**src/rtl/clkcfg_pkg.sv**
```systemverilog
`timescale 1ns/1ps
package clkcfg_pkg;

  typedef enum logic [2:0] {
    S_IDLE, S_RX, S_ACK_PRE, S_ACK, S_TX, S_TX_ACK, S_TX_NEXT, S_SKIP
  } bus_state_t;

  typedef enum logic [1:0] {
    P_ADDR, P_CMD, P_CNT, P_DATA
  } rx_phase_t;

  // Power-up value of each register in the bank.
  function automatic logic [7:0] reg_default(input int unsigned idx);
    case (idx)
      0:       return 8'h7C;
      2:       return 8'hEA;
      6:       return 8'h13;
      7:       return 8'h1F;
      default: return 8'h00;
    endcase
  endfunction

  // The topmost register holds the identity code and cannot be written.
  function automatic logic reg_is_writable(input int unsigned idx, input int unsigned nregs);
    return idx < nregs - 1;
  endfunction

  // The register pointer stops at its top value instead of wrapping into the bank.
  function automatic logic [7:0] ptr_step(input logic [7:0] p);
    return (p == 8'hFF) ? p : p + 8'd1;
  endfunction

endpackage

```
**src/rtl/clkcfg_line_sync.sv**
```systemverilog
`timescale 1ns/1ps
module clkcfg_line_sync #(
  parameter int STAGES = 2
) (
  input  logic clk,
  input  logic rst_n,
  input  logic scl_i,
  input  logic sda_i,
  output logic scl_s,
  output logic sda_s,
  output logic scl_rise,
  output logic scl_fall,
  output logic start_ev,
  output logic stop_ev
);
  logic [1:0] pins;
  logic [1:0] synced;
  logic [1:0] prev;

  assign pins = {sda_i, scl_i};

  for (genvar g = 0; g < 2; g++) begin : g_line
    logic [STAGES-1:0] chain;
    always_ff @(posedge clk or negedge rst_n) begin
      if (!rst_n) chain <= '1;
      else        chain <= {chain[STAGES-2:0], pins[g]};
    end
    assign synced[g] = chain[STAGES-1];
  end

  always_ff @(posedge clk or negedge rst_n) begin
    if (!rst_n) prev <= '1;
    else        prev <= synced;
  end

  assign scl_s    = synced[0];
  assign sda_s    = synced[1];
  assign scl_rise = scl_s & ~prev[0];
  assign scl_fall = ~scl_s & prev[0];
  assign start_ev = scl_s & prev[0] & prev[1] & ~sda_s;
  assign stop_ev  = scl_s & prev[0] & ~prev[1] & sda_s;
endmodule

```
**src/rtl/clkcfg_regbank.sv**
```systemverilog
`timescale 1ns/1ps
module clkcfg_regbank
  import clkcfg_pkg::*;
#(
  parameter int NREGS = 8
) (
  input  logic       clk,
  input  logic       rst_n,
  input  logic       wr_stb,
  input  logic [7:0] wr_idx,
  input  logic [7:0] wr_data,
  input  logic [7:0] rd_idx,
  output logic [7:0] rd_data,
  output logic [3:0] out_en,
  output logic       spread_en,
  output logic       spread_deep
);
  localparam int         IW  = $clog2(NREGS);
  localparam logic [7:0] NR8 = 8'(NREGS);

  logic [NREGS*8-1:0] flat;

  for (genvar g = 0; g < NREGS; g++) begin : g_reg
    if (reg_is_writable(g, NREGS)) begin : g_rw
      logic [7:0] q;
      always_ff @(posedge clk or negedge rst_n) begin
        if (!rst_n)                          q <= reg_default(g);
        else if (wr_stb && wr_idx == 8'(g))  q <= wr_data;
      end
      assign flat[g*8 +: 8] = q;
    end else begin : g_ro
      assign flat[g*8 +: 8] = reg_default(g);
    end
  end

  assign rd_data     = (rd_idx < NR8) ? flat[{rd_idx[IW-1:0], 3'b000} +: 8] : 8'h00;
  assign out_en      = flat[6:3];
  assign spread_en   = flat[16 + 2];
  assign spread_deep = flat[16 + 7];

  // the control outputs move only on a write strobe
  a_r9_outputs_hold: assert property (@(posedge clk) disable iff (!rst_n)
    !wr_stb |=> $stable({out_en, spread_en, spread_deep}));
endmodule

```
**src/rtl/clkcfg_protocol.sv**
```systemverilog
`timescale 1ns/1ps
module clkcfg_protocol
  import clkcfg_pkg::*;
#(
  parameter logic [6:0] ADDR7 = 7'h69,
  parameter int         NREGS = 8
) (
  input  logic       clk,
  input  logic       rst_n,
  input  logic       scl_s,
  input  logic       sda_s,
  input  logic       scl_rise,
  input  logic       scl_fall,
  input  logic       start_ev,
  input  logic       stop_ev,
  input  logic [7:0] rd_data,
  output logic       sda_oe,
  output logic       wr_stb,
  output logic [7:0] wr_idx,
  output logic [7:0] wr_data,
  output logic [7:0] rd_idx
);
  localparam logic [7:0] CNT_BYTE = 8'(NREGS);

  bus_state_t st;
  rx_phase_t  phase;
  logic [2:0] bitcnt;
  logic [7:0] shreg;
  logic [7:0] ptr;
  logic [7:0] remain;
  logic       blk;
  logic       reading;
  logic       cnt_sent;

  logic [7:0] rx_byte;
  logic       byte_done;
  logic [7:0] tx_next;
  logic       tx_is_cnt;

  assign rx_byte   = {shreg[6:0], sda_s};
  assign byte_done = (st == S_RX) && scl_rise && (bitcnt == 3'd7);
  assign wr_stb    = byte_done && (phase == P_DATA) && (!blk || remain != 8'd0);
  assign wr_idx    = ptr;
  assign wr_data   = rx_byte;
  assign rd_idx    = ptr;
  assign tx_is_cnt = blk && !cnt_sent;
  assign tx_next   = tx_is_cnt ? CNT_BYTE : rd_data;

  always_ff @(posedge clk or negedge rst_n) begin
    if (!rst_n) begin
      st       <= S_IDLE;
      phase    <= P_ADDR;
      bitcnt   <= '0;
      shreg    <= '0;
      ptr      <= '0;
      remain   <= '0;
      blk      <= 1'b0;
      reading  <= 1'b0;
      cnt_sent <= 1'b0;
      sda_oe   <= 1'b0;
    end else if (start_ev) begin
      st       <= S_RX;
      phase    <= P_ADDR;
      bitcnt   <= '0;
      reading  <= 1'b0;
      cnt_sent <= 1'b0;
      sda_oe   <= 1'b0;
    end else if (stop_ev) begin
      st     <= S_IDLE;
      sda_oe <= 1'b0;
    end else begin
      case (st)
        S_RX: if (scl_rise) begin
          shreg  <= rx_byte;
          bitcnt <= bitcnt + 3'd1;
          if (bitcnt == 3'd7) begin
            st <= S_ACK_PRE;
            case (phase)
              P_ADDR: begin
                if (rx_byte[7:1] == ADDR7) begin
                  reading <= rx_byte[0];
                  phase   <= P_CMD;
                end else begin
                  st <= S_SKIP;
                end
              end
              P_CMD: begin
                blk   <= ~rx_byte[7];
                ptr   <= rx_byte[7] ? {1'b0, rx_byte[6:0]} : 8'd0;
                phase <= rx_byte[7] ? P_DATA : P_CNT;
              end
              P_CNT: begin
                remain <= rx_byte;
                phase  <= P_DATA;
              end
              default: begin
                if (blk && remain != 8'd0) remain <= remain - 8'd1;
                ptr <= ptr_step(ptr);
              end
            endcase
          end
        end
        S_ACK_PRE: if (scl_fall) begin
          sda_oe <= 1'b1;
          st     <= S_ACK;
        end
        S_ACK: if (scl_fall) begin
          bitcnt <= '0;
          if (reading) begin
            shreg  <= tx_next;
            sda_oe <= ~tx_next[7];
            st     <= S_TX;
            if (tx_is_cnt) cnt_sent <= 1'b1;
            else           ptr      <= ptr_step(ptr);
          end else begin
            sda_oe <= 1'b0;
            st     <= S_RX;
          end
        end
        S_TX: if (scl_fall) begin
          if (bitcnt == 3'd7) begin
            sda_oe <= 1'b0;
            st     <= S_TX_ACK;
          end else begin
            sda_oe <= ~shreg[6];
            shreg  <= {shreg[6:0], 1'b0};
            bitcnt <= bitcnt + 3'd1;
          end
        end
        S_TX_ACK: if (scl_rise) begin
          st <= sda_s ? S_SKIP : S_TX_NEXT;
        end
        S_TX_NEXT: if (scl_fall) begin
          bitcnt <= '0;
          shreg  <= tx_next;
          sda_oe <= ~tx_next[7];
          st     <= S_TX;
          if (tx_is_cnt) cnt_sent <= 1'b1;
          else           ptr      <= ptr_step(ptr);
        end
        default: ;
      endcase
    end
  end

  // the pull-down is on only in an acknowledge slot or a read-data bit
  a_r10_pull_in_slot: assert property (@(posedge clk) disable iff (!rst_n)
    sda_oe |-> (st == S_ACK || st == S_TX));

  // the slave moves SDA only while the synchronised clock wire is low
  a_r10_change_scl_low: assert property (@(posedge clk) disable iff (!rst_n)
    !$stable(sda_oe) |-> !scl_s);

  // register writes happen at the sampling edge of the eighth bit
  a_r9_write_on_sample: assert property (@(posedge clk) disable iff (!rst_n)
    wr_stb |-> scl_s);

  // a start condition leaves the line released
  a_r2_start_released: assert property (@(posedge clk) disable iff (!rst_n)
    start_ev |=> !sda_oe);
endmodule

```
**src/rtl/clkcfg_smbus_slave.sv**
```systemverilog
`timescale 1ns/1ps
module clkcfg_smbus_slave #(
  parameter logic [6:0] ADDR7       = 7'h69,
  parameter int         NREGS       = 8,
  parameter int         SYNC_STAGES = 2
) (
  input  logic       clk,
  input  logic       rst_n,
  input  logic       scl_i,
  input  logic       sda_i,
  output logic       sda_oe,
  output logic [3:0] out_en,
  output logic       spread_en,
  output logic       spread_deep
);
  logic       scl_s, sda_s, scl_rise, scl_fall, start_ev, stop_ev;
  logic       wr_stb;
  logic [7:0] wr_idx, wr_data, rd_idx, rd_data;

  clkcfg_line_sync #(.STAGES(SYNC_STAGES)) u_sync (
    .clk      (clk),
    .rst_n    (rst_n),
    .scl_i    (scl_i),
    .sda_i    (sda_i),
    .scl_s    (scl_s),
    .sda_s    (sda_s),
    .scl_rise (scl_rise),
    .scl_fall (scl_fall),
    .start_ev (start_ev),
    .stop_ev  (stop_ev)
  );

  clkcfg_protocol #(.ADDR7(ADDR7), .NREGS(NREGS)) u_proto (
    .clk      (clk),
    .rst_n    (rst_n),
    .scl_s    (scl_s),
    .sda_s    (sda_s),
    .scl_rise (scl_rise),
    .scl_fall (scl_fall),
    .start_ev (start_ev),
    .stop_ev  (stop_ev),
    .rd_data  (rd_data),
    .sda_oe   (sda_oe),
    .wr_stb   (wr_stb),
    .wr_idx   (wr_idx),
    .wr_data  (wr_data),
    .rd_idx   (rd_idx)
  );

  clkcfg_regbank #(.NREGS(NREGS)) u_regs (
    .clk         (clk),
    .rst_n       (rst_n),
    .wr_stb      (wr_stb),
    .wr_idx      (wr_idx),
    .wr_data     (wr_data),
    .rd_idx      (rd_idx),
    .rd_data     (rd_data),
    .out_en      (out_en),
    .spread_en   (spread_en),
    .spread_deep (spread_deep)
  );
endmodule

```
**config.mk**
```make
export PLATFORM = sky130hd
export DESIGN_NAME = clkcfg_smbus_slave
export DESIGN_NICKNAME = d
export VERILOG_FILES = /design/src/rtl/clkcfg_pkg.sv /design/src/rtl/clkcfg_line_sync.sv /design/src/rtl/clkcfg_regbank.sv /design/src/rtl/clkcfg_protocol.sv /design/src/rtl/clkcfg_smbus_slave.sv
export SDC_FILE = /design/constraint.sdc
export NUM_CORES = 1
export LEC_CHECK = 0
export BUFFER_PORTS_ARGS = -buffer_cell sky130_fd_sc_hd__clkbuf_2
export CORE_MARGIN = 4
export CORE_UTILIZATION = 30
export CTS_CLUSTER_DIAMETER = 30
export DETAILED_ROUTE_END_ITERATION = 6
export GPL_TIMING_DRIVEN = 0
export PLACE_DENSITY = 0.45
export SLEW_MARGIN = 20
export SYNTH_ARGS = -nofsm -noshare
export SYNTH_HDL_FRONTEND = slang
export SYNTH_SLANG_ARGS = --single-unit
```
**constraint.sdc**
```tcl
create_clock -name clk -period 2.74 [get_ports clk]
set_clock_uncertainty 0.2 [all_clocks]
set_input_delay 0 -clock clk [delete_from_list [all_inputs] [get_ports clk]]
set_output_delay 0 -clock clk [all_outputs]
set_load 0.02 [all_outputs]
```
==> impl_metrics.ini <==
[drt]
route.detailed.drc = 0
vias = 3779
wl_per_cell_um = 18.5
initialDrtViolationCount = 297
vias_per_cell = 5.20
drtAntennaViolNets = 0
drt_first_pass_iters = 4
wl_mm = 13.4

[logic_synthesis]
yosys.area_share.simple = 0.122
synth_top_family_by_area = multiplexers
ys_ff_latch = 97
synth_warnings = 0
synth_flop_cell = dfrtp_1
synth_mux_area_frac = 0.206
synth_xor_area_frac = 0.00332
avgSynthCellArea_um2 = 11.4
syn_area_mm2 = 0.00528
seq_area_frac_synth = 0.464
synth_compound_area_frac = 0.133
synth_cell_type_count = 70
synth_nets = 481
synthCells = 465
synth-async-reset-ratio = 1.00
synth_fa_ha_area_frac = 0.0284
synth_edf_count = 0

[timing]
whs_ps = 14.9
period_minus_slack_ps = 2650
period_share = 0.967
hold_viol_final = 0
max_slew_margin = 0.348
setup_viol = 0
rsz0062_at_grt = true
worst_pin_slew_ps = 976
slew_viol_final = 0
max_freq_mhz = 377

[floorplanning]
ios = 11
fp-row-count = 48
die_y_um = 141
die_x_um = 141
die_area_mm2 = 0.0198
initial_core_util = 0.305
coreArea_mm2 = 0.0173

[critical_path]
ff2ff_path_depth = 8
cp-start-kind = flip-flop
critical_path.endpoint = u_regs.g_reg[3].g_rw.q[3]
cp.required_ps = 2780
r2r_slack_ps = 90
worstReg2RegEnd = u_regs.g_reg[3].g_rw.q[3]
critical_path_class = flip-flop to flip-flop
crit_start = u_proto.remain[1]
critPathArrivalTime_ps = 2690
cp_max_fo = 8
end_kind = flip-flop
r2r-start = u_proto.remain[1]

[global_route]
overflow = 0
antenna_found_initial = 0
grt_pass1_wl_mm = 22.0
grtUsageTotal = 0.142
grt_max_degree = 72
grt_pass1_vias = 3910

[placement]
port-buffer-count = 10
dp.final_hpwl_mm = 9.17
post_dp_cell_area_mm2 = 0.00565
dpl.cell_count = 701
routabilityCongestion = 0.812

[power]
pwr_density_cell_mw_per_mm2 = 705
leakagePower_nw = 2.64
p_int_mw = 2.68
clockPowerShare = 0.283
p_sw_frac = 0.376
p_comb_frac = 0.334
p_switching_mw = 1.62
p_seq_frac = 0.383
ir_worst_vdd_mv = 0.323

[clock_network]
clock-sinks = 97
htree_levels = 3
cts_buffer_depth = 2
root_buffer = clkbuf_16
cts_tree = yes
numCtsBuffers = 9
clk_pin_slew_ps = 70
clock_latency_ps = 350

[layout]
final_cell_area_mm2 = 0.00610
diodes = 0
drive_gt1_frac = 0.325
area_delta_synth_final_pct = 15.5
fin_nets = 514
stdcell_count = 727

[hold_path]
hp-class = input pin to async pin

[outcome]
status = completed

[run]
max-cap-violations = 0
## layout by cell type, fill, tap and decap left out, types with 4 or more instances in the layout
cell,n
nor2b_1,4
dfstp_2,19
a21oi_1,18
mux4_2,8
buf_1,4
dfrtp_1,78
clkbuf_16,9
buf_4,13
nand3_1,8
mux2_4,8
nand2_1,30
ha_1,12
clkbuf_1,16
o211ai_1,6
nor2_1,16
clkbuf_2,13
a211oi_1,4
mux2_2,55
a31oi_1,5
mux2i_1,17
o21ai_0,27
nand3b_1,7
nor3b_1,5
inv_1,10
nor3_1,8
o41ai_1,6
## flip-flops by register name, indices dropped and copies added, names as in the netlist, 2 cells and up
register,flops
u_regs.g.g_rw.q,56
u_proto.bitcnt,3
u_proto.st,3
u_proto.shreg,7
u_proto.rd_idx,8
u_sync.prev,2
u_proto.phase,2
u_proto.remain,8
u_sync.g_line.chain,4
## repair_timing
| item | CTS | global route |
|---|---|---|
| endpoints found under the hold margin | 99 | 0 |
| buffers inserted | 3 | 7 |
| gates resized for setup | 12 | 13 |
| hold buffers | 4 | 0 |
| endpoints found under the setup margin | 69 | 55 |
| gates cloned | 0 | 0 |
| pin swaps | 1 | 3 |
## synthesized netlist by cell type, types with 4 or more instances
| cell | instances | area [um^2] |
|---|---|---|
| nand3_1 | 8 | 40.0 |
| mux2_2 | 55 | 619 |
| o21ai_0 | 29 | 145 |
| nor2_1 | 16 | 60.1 |
| nand3b_1 | 7 | 52.6 |
| mux2_4 | 8 | 120 |
| nor3_1 | 8 | 40.0 |
| dfstp_2 | 19 | 499 |
| nor2b_1 | 4 | 25.0 |
| inv_1 | 12 | 45.0 |
| ha_1 | 12 | 150 |
| a31oi_1 | 5 | 31.3 |
| nor3b_1 | 6 | 45.0 |
| o41ai_1 | 6 | 52.6 |
| dfrtp_1 | 78 | 1950 |
| nand2_1 | 30 | 113 |
| buf_4 | 4 | 30.0 |
| mux2i_1 | 17 | 170 |
| buf_1 | 4 | 15.0 |
| mux4_2 | 8 | 180 |
| o211ai_1 | 6 | 45.0 |
| clkbuf_1 | 23 | 86.3 |
| a211oi_1 | 4 | 30.0 |
| a21oi_1 | 18 | 90.1 |
## cell type report
| class | instances | area, um^2 |
|---|---|---|
| sequential | 97 | 2450 |
| tap | 225 | 282 |
| clock inverter | 6 | 51.3 |
| inverter | 12 | 45.0 |
| multi-input combinational | 319 | 2660 |
| timing repair buffer | 25 | 209 |
| clock buffer | 9 | 225 |
| buffer | 34 | 175 |
| fill | 1754 | 11200 |
## worst min-delay path by stage
stage / from / endpoint / cells past startpoint
finish: rst_n / u_sync.prev[1] / 2
global route: rst_n / u_sync.prev[1] / 2
CTS: rst_n / u_sync.prev[1] / 2
detailed placement: rst_n / u_proto.remain[0] / 1
global placement: scl_i / u_sync.g_line[0].chain[0] / 1
floorplan: rst_n / u_proto.bitcnt[0] / 0
## critical path, cell delays in order, from the launching register on
cell	delay [ps]
dfrtp_1	400
inv_2	80
ha_1	140
or2b_2	300
or4_4	500
and4b_1	200
buf_6	140
and3_4	250
mux2_4	320
## metal layers
metal  share of wire  up-vias  routed length, um  track usage
met2            0.45       49               6100        0.215
met3           0.023       21                308       0.0193
met5               0        -                  0            0
met4           0.024        0                324       0.0576
met1            0.50     1905               6710        0.204
li1                -     1804                  -            -
## stage by stage
step	utilization	setup WS, ps	power [mW]	setup TNS (ps)
floorplan	-	109	2.58	0
global placement	0.324	-707	3.00	-26160
detailed placement	0.327	-739	3.02	-27000
CTS	0.349	2.86	4.30	0
global route	0.353	-1.72	4.55	-1.72
finish	0.353	90.0	4.30	0
## logic make-up after synthesis
logic type / after synthesis
AO/OA/AOI/OAI: 104
XOR/XNOR: 2
adder cells (fa/ha/maj): 12
buffers and inverters: 49
flip-flops: 97
multiplexers: 88
AND/OR/NAND/NOR: 113
## power groups by stage
stage               combinational [mW]  clock, mW  sequential, mW
CTS                               1.39       1.27            1.64
finish                            1.43       1.22            1.65
global placement                  1.33          0            1.67
global route                      1.57       1.32            1.66
detailed placement                1.35          0            1.67
floorplan                        0.927          0            1.65
Note: power is estimated with default switching activity, not from simulation.
